--- src/rtl/irq_resolver_pkg.sv ---
package irq_resolver_pkg;
  localparam logic [7:0] VEC_RESET = 8'hFE;
  localparam logic [7:0] VEC_CLKFAIL = 8'hFC;
  localparam logic [7:0] VEC_WDOG = 8'hFA;
  localparam logic [7:0] VEC_TRAP = 8'hF8;
  localparam logic [7:0] VEC_SWI = 8'hF6;
  localparam logic [7:0] VEC_XIRQ = 8'hF4;
  localparam logic [7:0] VEC_IRQPIN = 8'hF2;

  typedef struct packed {
    logic [7:0] promoVec;
    logic irqReq;
  } ctlStrobes_t;
endpackage

--- src/rtl/irq_ctrl.sv ---
module irq_ctrl
  import irq_resolver_pkg::*;
#(
  parameter int NUM_REQ = 16
) (
  input  logic        clk,
  input  logic        rst_n,
  input  logic        iMask,
  input  logic        hprioWr,
  input  logic        intCtrlWr,
  input  logic [7:0]  wrData,
  input  logic        irqPin_n,
  input  logic        irqAck,
  output ctlStrobes_t strobes
);
  localparam int FLOOR_I = 240 - 2 * (NUM_REQ - 1);

  logic [7:0] promoReg;
  logic pinEnable, edgeSel, ctlLocked;
  logic pinPrev, edgeLatch;
  logic promoLegal, fallSeen;

  assign promoLegal = (wrData <= VEC_IRQPIN) && !wrData[0] && (int'(wrData) >= FLOOR_I);

  // promotion register: writable only while maskable interrupts are blocked
  always_ff @(posedge clk or negedge rst_n) begin
    if (!rst_n) promoReg <= VEC_IRQPIN;
    else if (hprioWr && iMask) promoReg <= promoLegal ? wrData : VEC_IRQPIN;
  end

  // IRQ pin control, one write per reset
  always_ff @(posedge clk or negedge rst_n) begin
    if (!rst_n) begin
      pinEnable <= 1'b1;
      edgeSel <= 1'b0;
      ctlLocked <= 1'b0;
    end else if (intCtrlWr && !ctlLocked) begin
      pinEnable <= wrData[1];
      edgeSel <= wrData[0];
      ctlLocked <= 1'b1;
    end
  end

  assign fallSeen = pinEnable && edgeSel && pinPrev && !irqPin_n;

  always_ff @(posedge clk or negedge rst_n) begin
    if (!rst_n) begin
      pinPrev <= 1'b1;
      edgeLatch <= 1'b0;
    end else begin
      pinPrev <= irqPin_n;
      edgeLatch <= fallSeen || (edgeLatch && !irqAck && pinEnable && edgeSel);
    end
  end

  always_comb begin
    strobes.promoVec = promoReg;
    strobes.irqReq = pinEnable && (edgeSel ? edgeLatch : !irqPin_n);
  end

  // a write while the I bit is clear leaves the promotion unchanged
  p_promo_guard_r5: assert property (@(posedge clk) disable iff (!rst_n)
    (hprioWr && !iMask) |=> $stable(promoReg));
  // the stored promotion always names an implemented even vector
  p_promo_legal_r6: assert property (@(posedge clk) disable iff (!rst_n)
    !promoReg[0] && promoReg <= VEC_IRQPIN && int'(promoReg) >= FLOOR_I);
  // once locked, control writes change nothing
  p_ctl_once_r10: assert property (@(posedge clk) disable iff (!rst_n)
    (ctlLocked && intCtrlWr) |=> ($stable(pinEnable) && $stable(edgeSel)));
  // a latched edge survives until acknowledged
  p_edge_hold_r8: assert property (@(posedge clk) disable iff (!rst_n)
    (edgeLatch && !irqAck && pinEnable && edgeSel) |=> edgeLatch);
endmodule

--- src/rtl/irq_datapath.sv ---
module irq_datapath
  import irq_resolver_pkg::*;
#(
  parameter int NUM_REQ = 16
) (
  input  logic               clk,
  input  logic               rst_n,
  input  logic               rstReq,
  input  logic               clkFailReq,
  input  logic               wdogReq,
  input  logic               trapReq,
  input  logic               swiReq,
  input  logic               xirqPin_n,
  input  logic [NUM_REQ-1:0] intReq,
  input  logic               iMask,
  input  logic               xMask,
  input  ctlStrobes_t        strobes,
  output logic               intPending,
  output logic [7:0]         vecLow
);
  localparam int NUM_M = NUM_REQ + 1;

  logic [NUM_M-1:0] mReq;
  logic [7:0] mVec [NUM_M];
  logic xirqLive, nmiAny;
  logic [7:0] nmiVec;
  logic maskAny, promoHit;
  logic [7:0] maskVec;

  // maskable slot 0 is the IRQ pin, slot k+1 is intReq[k]
  assign mReq[0] = strobes.irqReq;
  assign mVec[0] = VEC_IRQPIN;
  for (genvar k = 0; k < NUM_REQ; k++) begin : g_slot
    assign mReq[k+1] = intReq[k];
    assign mVec[k+1] = 8'(240 - 2 * k);
  end

  assign xirqLive = !xirqPin_n && !xMask;

  always_comb begin
    nmiAny = 1'b1;
    if (rstReq) nmiVec = VEC_RESET;
    else if (clkFailReq) nmiVec = VEC_CLKFAIL;
    else if (wdogReq) nmiVec = VEC_WDOG;
    else if (trapReq) nmiVec = VEC_TRAP;
    else if (xirqLive) nmiVec = VEC_XIRQ;
    else if (swiReq) nmiVec = VEC_SWI;
    else begin
      nmiVec = 8'h00;
      nmiAny = 1'b0;
    end
  end

  always_comb begin
    maskAny = 1'b0;
    maskVec = 8'h00;
    promoHit = 1'b0;
    for (int j = NUM_M - 1; j >= 0; j--) begin
      if (mReq[j]) begin
        maskAny = 1'b1;
        maskVec = mVec[j];
      end
    end
    for (int j = 0; j < NUM_M; j++) begin
      if (mReq[j] && mVec[j] == strobes.promoVec) promoHit = 1'b1;
    end
    if (iMask) maskAny = 1'b0;
    else if (promoHit) maskVec = strobes.promoVec;
  end

  always_comb begin
    intPending = nmiAny || maskAny;
    vecLow = nmiAny ? nmiVec : (maskAny ? maskVec : 8'h00);
  end

  // a reset request always selects the top vector
  p_reset_top_r1: assert property (@(posedge clk) disable iff (!rst_n)
    rstReq |-> (intPending && vecLow == VEC_RESET));
  // with both masks set and no exception, nothing is pending
  p_masked_quiet_r3: assert property (@(posedge clk) disable iff (!rst_n)
    (iMask && xMask && !rstReq && !clkFailReq && !wdogReq && !trapReq && !swiReq)
      |-> !intPending);
  // idle output carries a zero vector; pending vectors are even
  p_idle_zero_r11: assert property (@(posedge clk) disable iff (!rst_n)
    (!intPending |-> vecLow == 8'h00) and (intPending |-> !vecLow[0]));
  // a requesting maskable source never beats the trap
  p_nmi_first_r2: assert property (@(posedge clk) disable iff (!rst_n)
    (trapReq && !rstReq && !clkFailReq && !wdogReq) |-> vecLow == VEC_TRAP);
endmodule

--- src/rtl/irq_resolver.sv ---
module irq_resolver
  import irq_resolver_pkg::*;
#(
  parameter int NUM_REQ = 16
) (
  input  logic               clk,
  input  logic               rst_n,
  input  logic               rstReq,
  input  logic               clkFailReq,
  input  logic               wdogReq,
  input  logic               trapReq,
  input  logic               swiReq,
  input  logic               xirqPin_n,
  input  logic               irqPin_n,
  input  logic [NUM_REQ-1:0] intReq,
  input  logic               iMask,
  input  logic               xMask,
  input  logic               hprioWr,
  input  logic               intCtrlWr,
  input  logic [7:0]         wrData,
  input  logic               irqAck,
  output logic               intPending,
  output logic [7:0]         vecLow
);
  ctlStrobes_t strobes;

  irq_ctrl #(.NUM_REQ(NUM_REQ)) u_ctrl (
    .clk(clk), .rst_n(rst_n), .iMask(iMask), .hprioWr(hprioWr),
    .intCtrlWr(intCtrlWr), .wrData(wrData), .irqPin_n(irqPin_n),
    .irqAck(irqAck), .strobes(strobes)
  );

  irq_datapath #(.NUM_REQ(NUM_REQ)) u_dp (
    .clk(clk), .rst_n(rst_n), .rstReq(rstReq), .clkFailReq(clkFailReq),
    .wdogReq(wdogReq), .trapReq(trapReq), .swiReq(swiReq),
    .xirqPin_n(xirqPin_n), .intReq(intReq), .iMask(iMask), .xMask(xMask),
    .strobes(strobes), .intPending(intPending), .vecLow(vecLow)
  );
endmodule

--- config.mk ---
export PLATFORM = sky130hd
export DESIGN_NAME = irq_resolver
export DESIGN_NICKNAME = d
export VERILOG_FILES = /design/src/rtl/irq_resolver_pkg.sv /design/src/rtl/irq_ctrl.sv /design/src/rtl/irq_datapath.sv /design/src/rtl/irq_resolver.sv
export SDC_FILE = /design/constraint.sdc
export NUM_CORES = 1
export LEC_CHECK = 0
export BUFFER_PORTS_ARGS = -buffer_cell sky130_fd_sc_hd__buf_2
export CAP_MARGIN = 20
export CORE_MARGIN = 1
export CORE_UTILIZATION = 48
export CTS_CLUSTER_SIZE = 28
export DETAILED_ROUTE_END_ITERATION = 8
export PLACE_DENSITY = 0.89
export REMOVE_ABC_BUFFERS = 1
export SLEW_MARGIN = 15
export SYNTH_ARGS = -nofsm -noshare
export SYNTH_HDL_FRONTEND = slang
export SYNTH_SLANG_ARGS = --single-unit
--- constraint.sdc ---
create_clock -name clk -period 2.6 [get_ports clk]
set_input_delay 0.26 -clock clk [delete_from_list [all_inputs] [get_ports clk]]
set_output_delay 0.26 -clock clk [all_outputs]
set_load 0.02 [all_outputs]
# Yosys cells after proc, flatten, opt, wreduce, memory -nomap -nowiden
# Index checks and enable logic that the tools add are counted.
[totals]
ff_bits = 13
latch_bits = 0
ram_bits = 0
rom_bits = 0
inputBits = 38
out_inout_bits = 9
n_memories = 0
[classes]
add_sub_neg = 0
n_mul = 0
n_div = 0
n_lt_le_gt_ge = 2
eq_ne = 17
n_shift = 0
n_mux = 70
bitwise_logic = 0
reduce_logical = 37
[op_table]
columns = ["operator", "n"]
rows = [
  ["2-to-1 mux 8 bit", 28],
  ["== test 8 bit, first input constant", 17],
  ["2-to-1 mux 1 bit", 42],
  ["logical AND 1 bit", 29],
  [">= comparator 8 bit, second input constant", 1],
  ["less-or-equal comparator 8 bit, second input constant", 1],
  ["logical NOT 1 bit", 6],
  ["logical OR 1 bit", 2],
]

# Logic depth before layout (Yosys ltp)
[logic_depth]
ltp_word = 25
depth_mapped = 7
ltp_nobuf = 6

# Cells and area by module
# From an unflattened synthesis, not the netlist that was laid out.
[hier_totals]
hier_cells = 141
area_unflattened_um2 = 1173.6
[by_module_without_submodules]
columns = ["module", "n_inst", "cells_per_inst", "area_each_um2", "seq_area_each_um2"]
rows = [
  ["irq_datapath", 1, 90, 608.1, 0.0],
  ["irq_ctrl", 1, 51, 565.5, 334.1],
]

# Worst setup path after synthesis
# OpenSTA, ideal clock, no wires.
[synth_timing]
path_kind = "flip-flop to output port"
from = "register u_ctrl.promoReg[1]"
to = "output port vecLow[5]"
t_arrival_ps = 1953
path_slack_ps = 387
stages_incl_launch_ff = 8
path_buffers = 1
cell_sequence = "dfstp_2 buf_2 nand3b_1 a211o_1 a41oi_1 o2111ai_2 nor3b_1 o21ai_1"
[synth_between]
elab_chain_len = 23
word_cells_on_any_way = 55
[synth_rtl]
columns = ["item", "line_no", "source"]
rows = [
  ["start, declared", "irq_ctrl.sv:18", "logic [7:0] promoReg;"],
  ["start signal, assigned", "irq_ctrl.sv:28", "else if (hprioWr && iMask) promoReg <= promoLegal ? wrData : VEC_IRQPIN;"],
  ["== test 8 bit", "irq_datapath.sv:65", "if (mReq[j] && mVec[j] == strobes.promoVec) promoHit = 1'b1;"],
  ["logical AND 1 bit", "irq_datapath.sv:65", ""],
  ["2-to-1 mux 1 bit (16 in a row)", "irq_datapath.sv:65", ""],
  ["2-to-1 mux 1 bit *", "irq_datapath.sv:65", ""],
  ["2-to-1 mux 8 bit *", "irq_datapath.sv:68", "else if (promoHit) maskVec = strobes.promoVec;"],
  ["2-to-1 mux 8 bit *", "irq_datapath.sv:67", "if (iMask) maskAny = 1'b0;"],
  ["2-to-1 mux 8 bit * (2 in a row)", "irq_datapath.sv:73", "vecLow = nmiAny ? nmiVec : (maskAny ? maskVec : 8'h00);"],
  ["end, declared", "irq_resolver.sv:23", "output logic [7:0] vecLow"],
]
# Every way passes the cells marked *; elsewhere a longest branch is shown, timed or not.

# Worst setup path after layout
[layout_timing]
from = "register u_ctrl.promoReg[3]"
to = "output port vecLow[2]"
# The elaborated chain is that of the path after synthesis.

==> summary.md <==
| Metric | Value |
|---|---|
| Status | `completed` |
| Top cell type's share of synthesized area | `16.10%` |
| First-pass detailed-route iteration total | `4` |
| Antenna violations before repair | `0` |
| Portion of the post-synthesis area used by sequential elements | `29.24%` |
| Post-synthesis register bit count | `13` |
| Number of vias after detailed routing | `1304` |
| Max cap viols | `0` |
| Count of unique library cells instantiated by Yosys | `48` |
| Vias in the first global route | `1143` |
| Number of pins exceeding their max-slew limit in the final report | `0` |
| Chip height | `50.79 um` |
| Max Freq | `397.0 MHz` |
| Number of clock sinks | `13` |
| Final critical-path required period | `2.519 ns` |
| Count of unresolved DRC violations after routing | `0` |
| Cell depth of the worst flop-to-flop path | `3` |
| Most common cell after layout, fill and taps aside | `sky130_fd_sc_hd__buf_2` |
| Slack of the worst reg-to-reg path | `1.50 ns` |
| Startpoint types | `flop` |
| Clock tree from TritonCTS | `done` |
| Non-Filler Instances | `221` |
| CORE AREA | `0.002233 mm^2` |
| Asr flop ratio synth | `100.0%` |
| Overflow after GRT | `0` |
| Pwr dens | `327.0 mW/mm^2` |
| Leakage Power | `0.6884 nW` |
| Post-synth top area cell | `sky130_fd_sc_hd__dfstp_2` |
| Transition time of the tightest slew-check pin | `0.6097 ns` |
| Data required time of the critical path | `2.34 ns` |
| Setup repair after global routing missed its margin | `yes` |
| Syn Area/Cell | `8.102 um^2` |
| Number of inserted diodes | `0` |
| Maximum number of pins on one net before global-route repair | `16` |
| Type of the worst setup path | `reg -> out` |
| WHS Path Cells | `1` |
| Top cells by area, synth | `sky130_fd_sc_hd__dfstp_2 16%, sky130_fd_sc_hd__dfrtp_1 13%, sky130_fd_sc_hd__nor2_1 4.9%` |
| Capturing element type of the critical path | `primary output` |
| Overall routed net length | `3.154 mm` |
| Maximum buffer depth of the clock tree | `2` |
| Worst reg2reg path startpoint | `u_ctrl.promoReg[2]$_DFFE_PN0P_` |
| Width of the die | `50.79 um` |
| CTS Buf Count | `3` |
| Data arrival time of the critical path | `2.26 ns` |
| Critical-path maximum fanout | `13` |
| Number of levels the H-tree was split into | `1` |
| Cells after DPL | `210` |
| Share of cells above drive strength 1 | `41.45%` |
| Average wire per cell in the routed design | `14.27 um` |
| Cell count after synthesis | `141` |
| Top library cells by usage in the layout, fill and taps aside | `43 x sky130_fd_sc_hd__buf_2, 15 x sky130_fd_sc_hd__nor2_1, 11 x sky130_fd_sc_hd__o21ai_0` |
| Reg2reg end | `u_ctrl.promoReg[2]$_DFFE_PN0P_` |
| Average via count per standard cell | `5.900` |
| Routed Antenna Nets | `0` |
| Clock skew after layout | `0.00007769 ns` |
| Clock slew at reported path FFs | `0.07 ns` |
| Port Buffers | `45` |
| Mapped Area | `0.001142 mm^2` |
| Weighted congestion at the end of routability-driven global placement | `0.9704` |
| Post-route setup slack | `0.08133 ns` |
| Worst VDD drop | `271.2 uV` |
| Max_slew headroom | `58.98%` |
| Fin crit share | `96.87%` |
| Most used flip-flop cell after synthesis | `sky130_fd_sc_hd__dfstp_2` |
| Hold-critical path endpoint | `u_ctrl.pinPrev$_DFF_PN1_` |
| Detailed Place HPWL | `2.322 mm` |
| Number of failing setup endpoints in the final timing report | `0` |
| Full die area | `0.002579 mm^2` |
| Final number of hold-violating endpoints | `0` |
| Number of warning messages in the yosys log | `0` |
| Ports placed on the boundary | `47` |
| Min-delay src | `irqPin_n` |
| Setup slack at placement | `0.1944 ns` |
| Class of the most critical hold timing path | `in -> reg` |
| Number of cell rows | `17` |
| Final #Nets | `232` |
| Synthesis-to-layout area growth | `31.76%` |
| First-pass GRT wire length | `4.781 mm` |
| Initial Util | `51.15%` |
| All-layer global routing usage | `24.27%` |
| Skew-Pair Late Insertion Delay | `0.26 ns` |
| Detailed Route Iter0 Violations | `56` |
| Number of enable flip-flop cells after synthesis | `0` |
| Root buffer selected by CTS | `sky130_fd_sc_hd__clkbuf_4` |
critical path: stages, from the launching register on:
cell	delay, ns
sky130_fd_sc_hd__dfrtp_2	0.48
sky130_fd_sc_hd__and3b_1	0.21
sky130_fd_sc_hd__o21ai_0	0.25
sky130_fd_sc_hd__a41oi_2	0.21
sky130_fd_sc_hd__o2111ai_4	0.33
sky130_fd_sc_hd__mux2i_1	0.26
sky130_fd_sc_hd__o21ai_1	0.08
sky130_fd_sc_hd__buf_2	0.16
cell type report:
cell class | count | area [um^2]
inverter | 8 | 30.03
clock buffer | 4 | 26.28
tap | 28 | 35.03
multi-input combinational | 116 | 788.3
fill | 201 | 728.2
sequential | 13 | 336.6
timing repair buffer | 52 | 289.0
metrics by stage:
step	util, %	hold WS, ns	power (mW)	TNS [ns]	instance area, um^2
after floorplan	-	-0.03559	0.2971	0	1115
after global placement	61.57	0.1458	0.3545	0	1375
after detailed placement	61.57	0.1562	0.3629	0	1375
after CTS	63.25	0.1027	0.4814	0	1413
after global routing	67.40	0.09764	0.5267	-0.2025	1505
final	67.40	0.1115	0.4922	0	1505
how the worst max path moves through the flow:
stage	startpoint	depth (start not counted)	end
6_report	u_ctrl.promoReg[3]$_DFFE_PN0P_	7	vecLow[2]
2_1_floorplan	u_ctrl.promoReg[2]$_DFFE_PN0P_	6	vecLow[5]
3_3_place_gp	u_ctrl.promoReg[2]$_DFFE_PN0P_	7	vecLow[5]
5_1_grt	u_ctrl.promoReg[3]$_DFFE_PN0P_	7	vecLow[3]
4_1_cts	u_ctrl.promoReg[1]$_DFFE_PN1P_	7	vecLow[3]
3_5_place_dp	u_ctrl.promoReg[2]$_DFFE_PN0P_	7	vecLow[2]
Yosys cell counts (2+ instances only):
master / number
sky130_fd_sc_hd__or2_2: 2
sky130_fd_sc_hd__dfstp_2: 7
sky130_fd_sc_hd__nor2b_1: 3
sky130_fd_sc_hd__o21ai_1: 4
sky130_fd_sc_hd__o2111ai_1: 2
sky130_fd_sc_hd__mux2_2: 3
sky130_fd_sc_hd__nand3_1: 4
sky130_fd_sc_hd__inv_1: 8
sky130_fd_sc_hd__a22o_1: 2
sky130_fd_sc_hd__or4_4: 2
sky130_fd_sc_hd__nor4_1: 3
sky130_fd_sc_hd__nor2_1: 15
sky130_fd_sc_hd__dfrtp_1: 6
sky130_fd_sc_hd__a21oi_1: 5
sky130_fd_sc_hd__nand2b_1: 6
sky130_fd_sc_hd__o21a_1: 2
sky130_fd_sc_hd__nand3b_1: 2
sky130_fd_sc_hd__o22a_1: 2
sky130_fd_sc_hd__and2_1: 2
sky130_fd_sc_hd__a31oi_1: 3
sky130_fd_sc_hd__o21ai_0: 11
sky130_fd_sc_hd__mux2i_1: 5
sky130_fd_sc_hd__and3_1: 3
sky130_fd_sc_hd__nor3b_1: 4
sky130_fd_sc_hd__nand2_1: 8
sky130_fd_sc_hd__and3b_1: 2
sky130_fd_sc_hd__nor3_1: 4
where the power goes:
part / internal (mW) / switching [mW] / total [mW]
clock: 0.0593 / 0.0556 / 0.115
sequential: 0.214 / 0.00933 / 0.223
combinational: 0.0718 / 0.0825 / 0.154
total: 0.345 / 0.147 / 0.492
repair_timing:
action	4_1_cts	5_1_grt
buffers inserted	0	6
pin swaps	0	2
endpoints found under the setup margin	5	5
hold buffers	1	0
endpoints found under the hold margin	6	0
resized for setup	1	13
routing by layer:
metal | vias to the layer above | wire, um | global-route usage (%)
met5 | - | 0 | 0
met2 | 79 | 1566 | 43.33
met4 | 0 | 71 | 10.65
met1 | 590 | 1281 | 29.70
li1 | 625 | - | -
met3 | 10 | 235 | 1.515
sequential cells by signal, indices dropped and copies added (netlist names):
name and flops:
u_ctrl.promoReg 8, u_ctrl.ctlLocked 1, u_ctrl.pinEnable 1, u_ctrl.edgeSel 1, u_ctrl.edgeLatch 1, u_ctrl.pinPrev 1
cells by family after synthesis:
family / after synthesis / synth area share (%)
simple gates: 65 / 32.75
compound gates: 42 / 25.30
flops: 13 / 29.24
buf+inv: 12 / 5.038
mux: 8 / 7.338
other cells: 1 / 0.3283
No activity file was read; power rests on OpenSTA's default activity.
